==> src/rtl/slot_tx_pkg.sv <==
package slot_tx_pkg;
  localparam int unsigned SAMPLE_W_DEF = 20;
  localparam int unsigned SLOT_W_DEF   = 20;
  localparam int unsigned DEPTH_DEF    = 8;

  typedef enum logic [1:0] {
    SLOT_IDLE  = 2'd0,
    SLOT_DATA  = 2'd1,
    SLOT_UNDER = 2'd2
  } slot_kind_e;
endpackage

==> src/rtl/sample_fifo.sv <==
module sample_fifo #(
  parameter int unsigned W     = 20,
  parameter int unsigned DEPTH = 8,
  localparam int unsigned PTR_W = (DEPTH > 1) ? $clog2(DEPTH) : 1,
  localparam int unsigned CNT_W = $clog2(DEPTH + 1)
) (
  input  logic             clk_i,
  input  logic             rst_ni,
  input  logic             flush_i,
  input  logic             wr_i,
  input  logic [W-1:0]     wdata_i,
  input  logic             rd_i,
  output logic [W-1:0]     rdata_o,
  output logic [CNT_W-1:0] count_o,
  output logic             empty_o,
  output logic             full_o
);
  logic [W-1:0]     mem_q [DEPTH];
  logic [PTR_W-1:0] wptr_q, rptr_q;
  logic [CNT_W-1:0] cnt_q;
  logic             do_wr, do_rd;

  assign empty_o = (cnt_q == '0);
  assign full_o  = (cnt_q == CNT_W'(DEPTH));
  assign do_wr   = wr_i && !full_o && !flush_i;
  assign do_rd   = rd_i && !empty_o && !flush_i;
  assign rdata_o = mem_q[rptr_q];
  assign count_o = cnt_q;

  function automatic logic [PTR_W-1:0] inc_ptr(input logic [PTR_W-1:0] p);
    return (p == PTR_W'(DEPTH - 1)) ? '0 : p + 1'b1;
  endfunction

  always_ff @(posedge clk_i) begin
    if (do_wr) mem_q[wptr_q] <= wdata_i;
  end

  always_ff @(posedge clk_i or negedge rst_ni) begin
    if (!rst_ni) begin
      wptr_q <= '0;
      rptr_q <= '0;
      cnt_q  <= '0;
    end else if (flush_i) begin
      wptr_q <= '0;
      rptr_q <= '0;
      cnt_q  <= '0;
    end else begin
      if (do_wr) wptr_q <= inc_ptr(wptr_q);
      if (do_rd) rptr_q <= inc_ptr(rptr_q);
      case ({do_wr, do_rd})
        2'b10:   cnt_q <= cnt_q + 1'b1;
        2'b01:   cnt_q <= cnt_q - 1'b1;
        default: cnt_q <= cnt_q;
      endcase
    end
  end

  p_no_overflow_r5: assert property (@(posedge clk_i) disable iff (!rst_ni)
    cnt_q <= CNT_W'(DEPTH));
  p_full_write_dropped_r5: assert property (@(posedge clk_i) disable iff (!rst_ni)
    (full_o && wr_i && !rd_i) |=> full_o && $stable(wptr_q));
  p_flush_empties_r9: assert property (@(posedge clk_i) disable iff (!rst_ni)
    flush_i |=> empty_o);
endmodule

==> src/rtl/dma_pacer.sv <==
module dma_pacer #(
  parameter int unsigned DEPTH = 8,
  localparam int unsigned CNT_W = $clog2(DEPTH + 1),
  localparam int unsigned HALF  = DEPTH / 2
) (
  input  logic             dma_en_i,
  input  logic [CNT_W-1:0] count_i,
  output logic             dma_req_o
);
  assign dma_req_o = dma_en_i && (count_i < CNT_W'(HALF));
endmodule

==> src/rtl/slot_req_ctrl.sv <==
module slot_req_ctrl
  import slot_tx_pkg::*;
#(
  parameter int unsigned SAMPLE_W = 20,
  parameter int unsigned SLOT_W   = 20
) (
  input  logic                clk_i,
  input  logic                rst_ni,
  input  logic                frame_strobe_i,
  input  logic                slot_en_i,
  input  logic                req_ni,
  input  logic                empty_i,
  input  logic [SAMPLE_W-1:0] sample_i,
  input  logic                clr_i,
  output logic                pop_o,
  output logic [SLOT_W-1:0]   slot_data_o,
  output logic                slot_valid_o,
  output logic                underrun_o
);
  slot_kind_e           kind;
  logic [SLOT_W-1:0]    justified;
  logic [SLOT_W-1:0]    data_q;
  logic                 valid_q, under_q;

  always_comb begin
    kind = SLOT_IDLE;
    if (frame_strobe_i && slot_en_i && !req_ni)
      kind = empty_i ? SLOT_UNDER : SLOT_DATA;
  end

  assign pop_o = frame_strobe_i && (kind == SLOT_DATA);

  generate
    if (SLOT_W > SAMPLE_W) begin : g_pad
      assign justified = {sample_i, {(SLOT_W - SAMPLE_W){1'b0}}};
    end else begin : g_fit
      assign justified = sample_i[SAMPLE_W-1 -: SLOT_W];
    end
  endgenerate

  always_ff @(posedge clk_i or negedge rst_ni) begin
    if (!rst_ni) begin
      data_q  <= '0;
      valid_q <= 1'b0;
      under_q <= 1'b0;
    end else begin
      if (frame_strobe_i) begin
        valid_q <= (kind == SLOT_DATA);
        data_q  <= (kind == SLOT_DATA) ? justified : '0;
      end
      // set beats clear
      if (frame_strobe_i && kind == SLOT_UNDER) under_q <= 1'b1;
      else if (clr_i)                           under_q <= 1'b0;
    end
  end

  assign slot_data_o  = data_q;
  assign slot_valid_o = valid_q;
  assign underrun_o   = under_q;

  p_valid_needs_req_r2: assert property (@(posedge clk_i) disable iff (!rst_ni)
    $rose(slot_valid_o) |-> $past(frame_strobe_i && slot_en_i && !req_ni && !empty_i));
  p_hold_between_frames_r2: assert property (@(posedge clk_i) disable iff (!rst_ni)
    !frame_strobe_i |=> $stable(slot_data_o) && $stable(slot_valid_o));
  p_idle_zero_r3: assert property (@(posedge clk_i) disable iff (!rst_ni)
    !slot_valid_o |-> slot_data_o == '0);
  p_disabled_no_valid_r4: assert property (@(posedge clk_i) disable iff (!rst_ni)
    (frame_strobe_i && !slot_en_i) |=> !slot_valid_o && $stable(underrun_o));
  p_underrun_on_empty_r7: assert property (@(posedge clk_i) disable iff (!rst_ni)
    (frame_strobe_i && slot_en_i && !req_ni && empty_i) |=> underrun_o && !slot_valid_o);
  p_underrun_sticky_r8: assert property (@(posedge clk_i) disable iff (!rst_ni)
    (underrun_o && !clr_i) |=> underrun_o);
endmodule

==> src/rtl/slot_tx_stream.sv <==
module slot_tx_stream
  import slot_tx_pkg::*;
#(
  parameter int unsigned SAMPLE_W = SAMPLE_W_DEF,
  parameter int unsigned SLOT_W   = SLOT_W_DEF,
  parameter int unsigned DEPTH    = DEPTH_DEF
) (
  input  logic                clk_i,
  input  logic                rst_ni,
  input  logic                slot_en_i,
  input  logic                dma_en_i,
  input  logic                frame_strobe_i,
  input  logic                slot_req_ni,
  input  logic                dma_wr_i,
  input  logic [SAMPLE_W-1:0] dma_data_i,
  output logic                dma_req_o,
  output logic [SLOT_W-1:0]   slot_data_o,
  output logic                slot_valid_o,
  output logic                underrun_o,
  input  logic                underrun_clr_i
);
  localparam int unsigned CNT_W = $clog2(DEPTH + 1);

  logic [SAMPLE_W-1:0] head;
  logic [CNT_W-1:0]    fill;
  logic                empty, full, pop;

  sample_fifo #(.W(SAMPLE_W), .DEPTH(DEPTH)) u_fifo (
    .clk_i   (clk_i),
    .rst_ni  (rst_ni),
    .flush_i (!slot_en_i),
    .wr_i    (dma_wr_i),
    .wdata_i (dma_data_i),
    .rd_i    (pop),
    .rdata_o (head),
    .count_o (fill),
    .empty_o (empty),
    .full_o  (full)
  );

  dma_pacer #(.DEPTH(DEPTH)) u_pacer (
    .dma_en_i  (dma_en_i),
    .count_i   (fill),
    .dma_req_o (dma_req_o)
  );

  slot_req_ctrl #(.SAMPLE_W(SAMPLE_W), .SLOT_W(SLOT_W)) u_ctrl (
    .clk_i          (clk_i),
    .rst_ni         (rst_ni),
    .frame_strobe_i (frame_strobe_i),
    .slot_en_i      (slot_en_i),
    .req_ni         (slot_req_ni),
    .empty_i        (empty),
    .sample_i       (head),
    .clr_i          (underrun_clr_i),
    .pop_o          (pop),
    .slot_data_o    (slot_data_o),
    .slot_valid_o   (slot_valid_o),
    .underrun_o     (underrun_o)
  );

  p_pop_not_empty_r7: assert property (@(posedge clk_i) disable iff (!rst_ni)
    pop |-> !empty);
  p_full_no_req_r6: assert property (@(posedge clk_i) disable iff (!rst_ni)
    full |-> !dma_req_o);
endmodule

==> config.mk <==
export PLATFORM = sky130hd
export DESIGN_NAME = slot_tx_stream
export DESIGN_NICKNAME = d
export VERILOG_FILES = /design/src/rtl/slot_tx_pkg.sv /design/src/rtl/sample_fifo.sv /design/src/rtl/dma_pacer.sv /design/src/rtl/slot_req_ctrl.sv /design/src/rtl/slot_tx_stream.sv
export SDC_FILE = /design/constraint.sdc
export NUM_CORES = 1
export LEC_CHECK = 0
export ABC_AREA = 0
export CAP_MARGIN = 10
export CORE_MARGIN = 8
export CORE_UTILIZATION = 55
export DETAILED_ROUTE_END_ITERATION = 6
export DONT_BUFFER_PORTS = 1
export GPL_TIMING_DRIVEN = 0
export PLACE_DENSITY_LB_ADDON = 0.15
export SLEW_MARGIN = 20
export SYNTH_ARGS = -nofsm -noshare
export SYNTH_HDL_FRONTEND = slang
export SYNTH_SLANG_ARGS = --single-unit
export TNS_END_PERCENT = 100
==> constraint.sdc <==
create_clock -name clk_i -period 5.1 [get_ports clk_i]
set_input_delay 0.765 -clock clk_i [delete_from_list [all_inputs] [get_ports clk_i]]
set_output_delay 0.765 -clock clk_i [all_outputs]
set_load 0.1 [all_outputs]
==> reports/results.tsv, run 1 <==
stage	metric	value	unit
outcome	outcome	completed	
global_routing	overflow	0	
route	ant_nets	0	
synthesis	synthTopCellsByCount	edfxtp_1 (160), mux4_2 (40), dfrtp_1 (32)	
synthesis	synth.most_common_cell	edfxtp_1	
timing	slew_headroom	0.355	
synthesis	async_reset_ff_frac	0.167	
timing	finalSetupTns	0	ns
placed_design	numPortBuffers	0	
global_routing	grt_usage	0.171	
worst_setup_path	end_kind	flip-flop	
clock_tree	cts_buffer_depth	2	
floorplan	fp-row-count	42	
route	routed_wl	14.4	mm
route	drcViolationCount	0	
clock_tree	cts_max_level	4	
run	maxCapViolCount	0	
clock_tree	cts_buffers	17	
worst_setup_path	critPathKind	flip-flop to flip-flop	
min_path	hold_path.class	input port to async pin	
clock_tree	ctsHoldBuffers	0	
floorplan	start_util	0.564	
clock_tree	clk_latency	0.43	ns
worst_setup_path	crit_path_max_fanout	6	
finish	drive_above_1_share	0.238	
synthesis	netlist_top_cells_area	edfxtp_1 (64%), mux4_2 (12%), dfrtp_1 (11%)	
synthesis	synth_nets	413	
global_routing	grt_pass1_wl	22.1	mm
clock_tree	ctsRootBufferMaster	clkbuf_16	
placed_design	hpwlAfterDp	8.92	mm
route	viasPerCell	5.93	
finish	synthToLayoutAreaGrowth	13.6	%
timing	rsz0062_at_grt	false	
synthesis	ys.flop_type	edfxtp_1	
synthesis	syn_area_per_cell	19.7	µm²
route	drt_iter0_drc	253	
synthesis	ys_ff_latch	192	
floorplan	die_x	133	µm
global_routing	antenna_found_initial	0	
placed_design	gp_congestion	0.739	
synthesis	synth_top_area_frac	0.644	
finish	num-fill-cells	927	
timing	slew_violations	0	
synthesis	yosys_warnings	0	
clock_tree	cts_resized	0	
timing	worst_pin_slew	0.967	ns
synthesis	ys_seq_area_frac	0.751	
worst_setup_path	crit_path_start_kind	flip-flop	
worst_setup_path	worstPathArrival	2.79	ns
power_and_ir_drop	ir_drop	0.232	mV
synthesis	netlist_instances	379	
global_routing	grt_max_degree	33	
timing	max_clock_freq	377	MHz
power_and_ir_drop	total_power	3.28	mW
route	num_vias	3540	
worst_setup_path	required	5.24	ns
power_and_ir_drop	p_leak	2.78	nW
route	first_pass_iters	4	
floorplan	dieArea	17600	µm²
finish	nets	442	
timing	period_share	0.520	
clock_tree	path_clk_slew	0.07	ns
route	avgRoutedWirePerCell	24.1	µm
timing	min_period	2.65	ns
clock_tree	cts_sinks	192	
timing	fin_skew	0.00870	ns
synthesis	synth_cell_types	33	
synthesis	synth_edf_count	160	
power_and_ir_drop	power.density	387	nW/µm²
clock_tree	cts_tree	done	
floorplan	io_pins	51	
timing	whs	0.0201	ns
global_routing	grt_pass1_vias	3780	
finish	antennaDiodeCount	0	
clock_tree	postCtsSetupRepairBufs	0	
worst_setup_path	reg2regPathDepth	7	
floorplan	die_h	133	µm
timing	setup_viol	0	
synthesis	yosysTopAreaCell	edfxtp_1	
floorplan	core	13200	µm²
timing	hold_viol_final	0	
synthesis	syn_area	7460	µm²
## path summary, 6_finish.rpt
kind	start	slack (ns)	endpoint
max	u_fifo.count_o[3]	2.45	u_fifo.mem_q[0][7]
min	rst_ni	0.02	u_ctrl.slot_valid_o
max reg2reg	u_fifo.count_o[3]	2.45	u_fifo.mem_q[0][7]
min reg2reg	u_fifo.count_o[3]	0.59	u_fifo.count_o[3]
max in group asynchronous	rst_ni	4.99	u_ctrl.slot_data_o[3]
min in group clk_i	dma_data_i[8]	0.42	u_fifo.mem_q[7][8]
## kinds of logic (layout without fill, tap and decap cells)
family	Yosys count	after routing	synth area share
and+or+nand+nor	36	36	0.0256
xor gates and xnor gates	4	4	0.00570
DFF	192	192	0.751
buffers and inverters	44	86	0.0251
adders and majority gates	7	7	0.0114
muxes	64	64	0.153
AOI/OAI and AO/OA	32	32	0.0283
## report_power, final
group          leakage (nW)  switching, mW  internal (mW)
Combinational         0.617         0.0779         0.0711
Sequential             1.88          0.106           1.73
Clock                 0.274          0.559          0.732
Total                  2.78          0.743           2.54
## per-stage QoR
stage	utilization	setup WS, ns	cell area (µm²)	cells
3_5_place_dp	0.597	2.26	7900	565
4_1_cts	0.640	2.43	8480	597
2_1_floorplan	-	1.39	7460	379
6_report	0.640	2.45	8480	597
3_3_place_gp	0.580	0.541	7680	555
5_1_grt	0.640	2.30	8480	597
## cell usage in the layout, fill, tap and decap left out, drive strengths merged, types with 2 or more instances in the layout
cell      count
edfxtp      160
mux4         40
dfrtp        32
clkbuf       28
inv          26
mux2i        24
o22ai        20
buf          20
nand2         8
nor2          7
ha            6
clkinv        6
a21oi         4
nor2b         4
clkinvlp      4
nor3          4
nand3         3
nand2b        3
o21ai         3
xnor2         3
and2          2
a21boi        2
bufinv        2
## layer usage
metal  track usage  part of all wire  wire, µm  vias up
met4        0.0757             0.020       284        0
met1         0.207              0.41      5880     1855
met2         0.278              0.50      7210      104
met5             0                 0         0        -
li1              -                 -         -     1562
met3        0.0545             0.071      1020       19
## cell type report
type / instances / area [µm²] / share of cell area
Sequential cell: 192 / 5610 / 0.661
Multi-Input combinational cell: 143 / 1730 / 0.204
Clock buffer: 18 / 439 / 0.0518
Tap cell: 176 / 220 / 0.0260
Timing Repair Buffer: 10 / 158 / 0.0186
Clock inverter: 14 / 139 / 0.0164
Buffer: 20 / 97.6 / 0.0115
Inverter: 24 / 90.1 / 0.0106
## registers in the layout, indices dropped and copies added, names as in the netlist
signal and count:
u_fifo.wptr_q 3, u_fifo.count_o 4, u_ctrl.slot_valid_o 1, u_fifo.rptr_q 3, u_fifo.mem_q 160, u_ctrl.slot_data_o 20
u_ctrl.underrun_o 1
## worst max-delay path, stage by stage, from the launching register on
cell,delay (ns)
dfrtp_1,0.42
inv_1,0.12
o41a_1,0.27
nand3b_1,0.33
nor3_2,0.68
buf_6,0.23
buf_6,0.15
buf_4,0.16
Note: power is estimated with default switching activity, not from simulation.
==> run 2: changes to the inputs <==
==> constraint.sdc (replaced) <==
create_clock -name clk_i -period 2.4 [get_ports clk_i]
set_input_delay 0.36 -clock clk_i [delete_from_list [all_inputs] [get_ports clk_i]]
set_output_delay 0.36 -clock clk_i [all_outputs]
set_load 0.1 [all_outputs]
==> run 2 against run 1 <==
  * Die area is the same
  * Critical path depth grew 1
  * Clock power grew 120%
  * Critical path type unchanged
  * Largest power group unchanged
  * Highest routed layer unchanged
==> reports/results.tsv, run 2 (synthesis gave the netlist of run 1 again) <==
stage	metric	value	unit
placed_design	hpwlAfterDp	9.28	mm
worst_setup_path	reg2regPathDepth	8	
worst_setup_path	required	2.74	ns
worst_setup_path	r2r_end	u_fifo.count_o[3]	
outcome	outcome	completed	
power_and_ir_drop	ir_drop	0.480	mV
finish	nets	453	
timing	fin_skew	0.0120	ns
route	avgRoutedWirePerCell	24.2	µm
global_routing	overflow	0	
power_and_ir_drop	p_leak	2.86	nW
worst_setup_path	crit_start	u_fifo.count_o[1]	
finish	final_common_cell	edfxtp_1	
finish	antennaDiodeCount	0	
worst_setup_path	end_kind	flip-flop	
route	drcViolationCount	0	
clock_tree	cts_sinks	192	
route	first_pass_iters	4	
floorplan	dieArea	17600	µm²
placed_design	dp_slack	-0.0934	ns
route	ant_nets	0	
global_routing	grt_pass1_wl	22.8	mm
global_routing	grt_max_degree	33	
timing	max_clock_freq	419	MHz
global_routing	grtUsageMet2	0.279	
timing	worst_pin_slew	1.04	ns
finish	multi_input_area	1770	µm²
run	maxCapViolCount	0	
worst_setup_path	worstPathArrival	2.72	ns
clock_tree	cts_tree	done	
global_routing	grt_pass1_vias	3814	
finish	regMostFlops	u_fifo.mem_q	
floorplan	start_util	0.564	
timing	period_share	0.993	
timing	setup_slack	0.0160	ns
placed_design	dp.cells	563	
floorplan	core	13200	µm²
finish	regArea	5610	µm²
route	num_vias	3573	
floorplan	io_pins	51	
clock_tree	path_clk_slew	0.06	ns
global_routing	grt_usage	0.176	
worst_setup_path	critPathKind	flip-flop to flip-flop	
global_routing	use_met1	0.229	
global_routing	grt.busiest_layer	met2	
clock_tree	clk_latency	0.42	ns
timing	min_period	2.38	ns
finish	drive_above_1_share	0.262	
min_path	hold_path.class	input port to flip-flop	
finish	largest_reg_flops	160	
finish	synthToLayoutAreaGrowth	16.4	%
timing	slew_violations	0	
clock_tree	cts_buffer_depth	2	
finish	final_cells	608	
clock_tree	ctsRootBufferMaster	clkbuf_16	
clock_tree	cts_max_level	4	
worst_setup_path	r2r_start	u_fifo.count_o[1]	
global_routing	use_met3	0.0469	
placed_design	gp_congestion	0.743	
finish	most-common-layout-cells	edfxtp_1 (160), mux4_2 (40), dfrtp_1 (31), inv_1 (24), mux2i_1 (24)	
power_and_ir_drop	power.density	814	nW/µm²
timing	setup_viol	0	
floorplan	fp-row-count	42	
placed_design	numPortBuffers	0	
timing	rsz0062_at_grt	true	
timing	hold_viol_final	0	
worst_setup_path	crit_path_max_fanout	7	
timing	slew_headroom	0.304	
clock_tree	cts_buffers	17	
floorplan	die_h	133	µm
timing	finalSetupTns	0	ns
worst_setup_path	rrSetupSlack	0.02	ns
floorplan	die_x	133	µm
route	routed_wl	14.7	mm
global_routing	antenna_found_initial	0	
worst_setup_path	crit_path_end	u_fifo.count_o[3]	
finish	num-fill-cells	899	
route	viasPerCell	5.88	
worst_setup_path	crit_path_start_kind	flip-flop	
route	drt_iter0_drc	260	
[run 2: changes by cell type in the layout (fill, tap and decap cells not counted), moves of 2 or more]
cell	delta
clkinv_1	-2
buf_6	-4
clkbuf_1	+3
clkinv_2	+2
inv_6	-2
buf_4	+9
nor3_2	-2
nor3_4	+2
buf_16	+4
clkinvlp_4	-2
[run 2: layer usage]
metal  vias up  part of all wire
li1       1584                 -
met1      1859              0.42
met2       115              0.49
met3        15             0.073
met4         0             0.014
met5         -                 0
[run 2: final cells by class]
type                       count  share of cell area
clock buffer                  21              0.0518
tap                          176              0.0253
multi-input combinational    143               0.203
buffer                        20              0.0112
sequential                   192               0.645
clock inverter                11              0.0160
inverter                      24              0.0104
timing repair buffer          21              0.0369
[run 2: critical path, cell delays in order, from the launching register on]
cell,delay (ns)
dfrtp_1,0.37
buf_6,0.13
or4_4,0.48
or3b_4,0.27
nor2_4,0.05
ha_1,0.35
a21oi_2,0.20
mux2i_1,0.27
mux2i_1,0.20
[run 2: how the worst min path moves through the flow]
stage,start,endpoint,slack [ns],cells past startpoint
floorplan,rst_ni,u_ctrl.slot_data_o[0],0.06,0
global placement,rst_ni,u_ctrl.slot_data_o[17],0.07,0
detailed placement,rst_ni,u_ctrl.slot_data_o[1],0.07,0
CTS,dma_data_i[11],u_fifo.mem_q[1][11],0.01,0
global route,dma_data_i[11],u_fifo.mem_q[1][11],0.008,0
finish,dma_data_i[5],u_fifo.mem_q[2][5],0.03,0
[run 2: timing repair]
action / in CTS / in global routing
hold endpoints to repair: 32 / 0
setup buffers: 6 / 5
hold buffers: 2 / 0
pin swaps: 2 / 4
setup endpoints to repair: 25 / 13
gates resized for setup: 1 / 4
[run 2: report_power, final]
group / switching (mW) / internal [mW] / total, mW / leakage (nW)
logic: 0.187 / 0.177 / 0.363 / 0.692
clock network: 1.14 / 1.66 / 2.80 / 0.287
registers: 0.226 / 3.68 / 3.91 / 1.88
[run 2: stage by stage]
stage	total power, mW	hold WS [ns]	area [µm²]	util
after global placement	4.27	0.0656	7700	0.581
final	7.07	0.0274	8690	0.656
after floorplan	4.20	0.0644	7480	-
after global routing	7.30	0.00806	8690	0.656
after CTS	7.11	0.0124	8640	0.652
after detailed placement	4.30	0.0656	7970	0.602
==> run 3: changes to the inputs <==
--- a/config.mk
+++ b/config.mk
@@ -16,5 +16,6 @@
 export SLEW_MARGIN = 20
 export SYNTH_ARGS = -nofsm -noshare
 export SYNTH_HDL_FRONTEND = slang
+export SYNTH_HIERARCHICAL = 1
 export SYNTH_SLANG_ARGS = --single-unit
 export TNS_END_PERCENT = 100
==> run 3 against run 2 <==
  * The run now ends with negative setup slack left
  * Via count grew 8.7%
  * Power grew 4.9%
  * Clock power grew 5%
  * Largest power group unchanged
  * Highest routed layer unchanged
==> reports/results.tsv, run 3 <==
stage	metric	value	unit
outcome	outcome	finished with violations	
outcome	violations	negative setup slack	
floorplan	fp-row-count	43	
worst_setup_path	crit_path_start_kind	flip-flop	
global_routing	grt_pass1_vias	4106	
route	routed_wl	16.7	mm
global_routing	grt_pass1_wl	24.8	mm
min_path	worstHoldPathCells	0	
global_routing	antenna_found_initial	0	
floorplan	start_util	0.559	
power_and_ir_drop	ir_drop	0.474	mV
global_routing	grt_max_degree	33	
timing	worst_pin_slew	1.04	ns
timing	max_clock_freq	360	MHz
worst_setup_path	crit_slowest_cell	or4b_4	
finish	largest_reg_flops	160	
synthesis	yosys_warnings	6	
synthesis	netlist_instances	387	
finish	final_common_cell	edfxtp_1	
global_routing	grt_usage	0.191	
route	viasPerCell	6.04	
finish	nets	485	
route	drt_iter0_drc	370	
floorplan	die_x	135	µm
timing	fin_skew	0.00954	ns
synthesis	syn_area_per_cell	20.0	µm²
worst_setup_path	required	2.72	ns
placed_design	place_area	8130	µm²
power_and_ir_drop	power.density	811	nW/µm²
clock_tree	cts_max_level	4	
finish	synthToLayoutAreaGrowth	18.4	%
worst_setup_path	cp_top_family	simple AND/OR/NAND/NOR gates	
finish	drive_above_1_share	0.402	
clock_tree	clk_latency	0.43	ns
worst_setup_path	critPathKind	flip-flop to flip-flop	
worst_setup_path	slowest_delay	0.54	ns
synthesis	synth_nets	422	
clock_tree	cts_tree	done	
worst_setup_path	crit_buf_inv	1	
global_routing	overflow	0	
power_and_ir_drop	total_power	7.42	mW
floorplan	dieArea	18100	µm²
floorplan	io_pins	51	
route	met2WireLength	8.13	mm
clock_tree	cts_sinks	192	
placed_design	hpwlAfterDp	9.59	mm
clock_tree	cts_buffer_depth	2	
timing	slew_headroom	0.304	
floorplan	die_h	135	µm
timing	period_share	1.16	
route	avgRoutedWirePerCell	25.9	µm
route	ant_nets	0	
clock_tree	cts_buffers	17	
route	m1WireLength	6.96	mm
finish	regMostFlops	u_fifo/mem_q	
timing	whs	0.0219	ns
route	maxUsedRoutingLayer	met4	
worst_setup_path	crit_path_max_fanout	3	
placed_design	dp.cells	572	
power_and_ir_drop	p_leak	3.09	nW
worst_setup_path	critical_path.cell_chain	buf_6 -> or4b_4 -> and2_4 -> nor3_4 -> ha_1 -> a21oi_2 -> and3b_1 -> mux2_4 -> a311o_1	
timing	rsz0062_at_grt	true	
timing	slew_violations	0	
timing	setup_slack	-0.382	ns
placed_design	numPortBuffers	0	
route	num_vias	3883	
placed_design	gp_congestion	0.726	
synthesis	syn_area	7730	µm²
finish	fin_util	0.661	
route	route.met3.wl	1.31	mm
clock_tree	ctsRootBufferMaster	clkbuf_16	
timing	min_period	2.78	ns
run	maxCapViolCount	0	
clock_tree	path_clk_slew	0.07	ns
worst_setup_path	end_kind	flip-flop	
worst_setup_path	crit_cells	9	
floorplan	core	13800	µm²
worst_setup_path	worstPathArrival	3.10	ns
timing	hold_viol_final	0	
timing	setup_viol	3	
finish	num-fill-cells	893	
finish	final_area	9150	µm²
route	drcViolationCount	0	
route	first_pass_iters	5	
finish	final_cells	643	
min_path	hold_path.class	input port to flip-flop	
worst_setup_path	reg2regPathDepth	9	
finish	antennaDiodeCount	0	
finish	most-common-layout-cells	edfxtp_1 (160), mux4_2 (40), buf_4 (28), dfrtp_1 (28), nand2_1 (26)	
## run 3: final cells by class
class                      instances  area, µm²  area share
sequential                       192       5610       0.613
buffer                            19        103      0.0112
multi-input combinational        176       2180       0.239
timing repair buffer              41        389      0.0425
clock buffer                      17        425      0.0465
clock inverter                    15        198      0.0216
tap                              180        225      0.0246
inverter                           3       11.3     0.00123
## run 3: final timing paths
check,endpoint,startpoint,slack [ns]
min in group asynchronous,u_fifo/count_o[3],rst_ni,0.40
max in group asynchronous,u_fifo/count_o[1],rst_ni,1.79
worst min register to register,u_fifo/wptr_q[0],u_fifo/wptr_q[0],0.66
worst max register to register,u_fifo/count_o[3],u_fifo/count_o[0],-0.38
worst max-delay path,u_fifo/count_o[3],u_fifo/count_o[0],-0.38
worst min-delay path,u_fifo/mem_q[4][14],dma_data_i[14],0.02
## run 3: routing by layer
layer | track usage | vias up
li1 | - | 1703
met3 | 0.0457 | 24
met5 | 0 | -
met4 | 0.0836 | 0
met2 | 0.302 | 147
met1 | 0.248 | 2009
## run 3: timing repair
item	in CTS	in global routing
hold endpoints to repair	32	16
buffers inserted	25	6
setup endpoints to repair	114	60
hold buffers	2	3
cloned	3	1
pin swaps	16	9
resized for setup	14	6
## run 3: power by group
group	switching [mW]	internal [mW]	total [mW]
sequential	0.274	3.69	3.96
clock	1.26	1.68	2.93
combinational	0.270	0.253	0.523
total	1.80	5.62	7.42
## run 3: metrics by stage
step / setup WS [ns] / TNS (ns)
floorplan: -0.552 / -0.928
global placement: -0.963 / -103.88
global route: -0.482 / -0.748
detailed placement: -0.889 / -11.75
finish: -0.382 / -0.445
CTS: -0.385 / -0.420
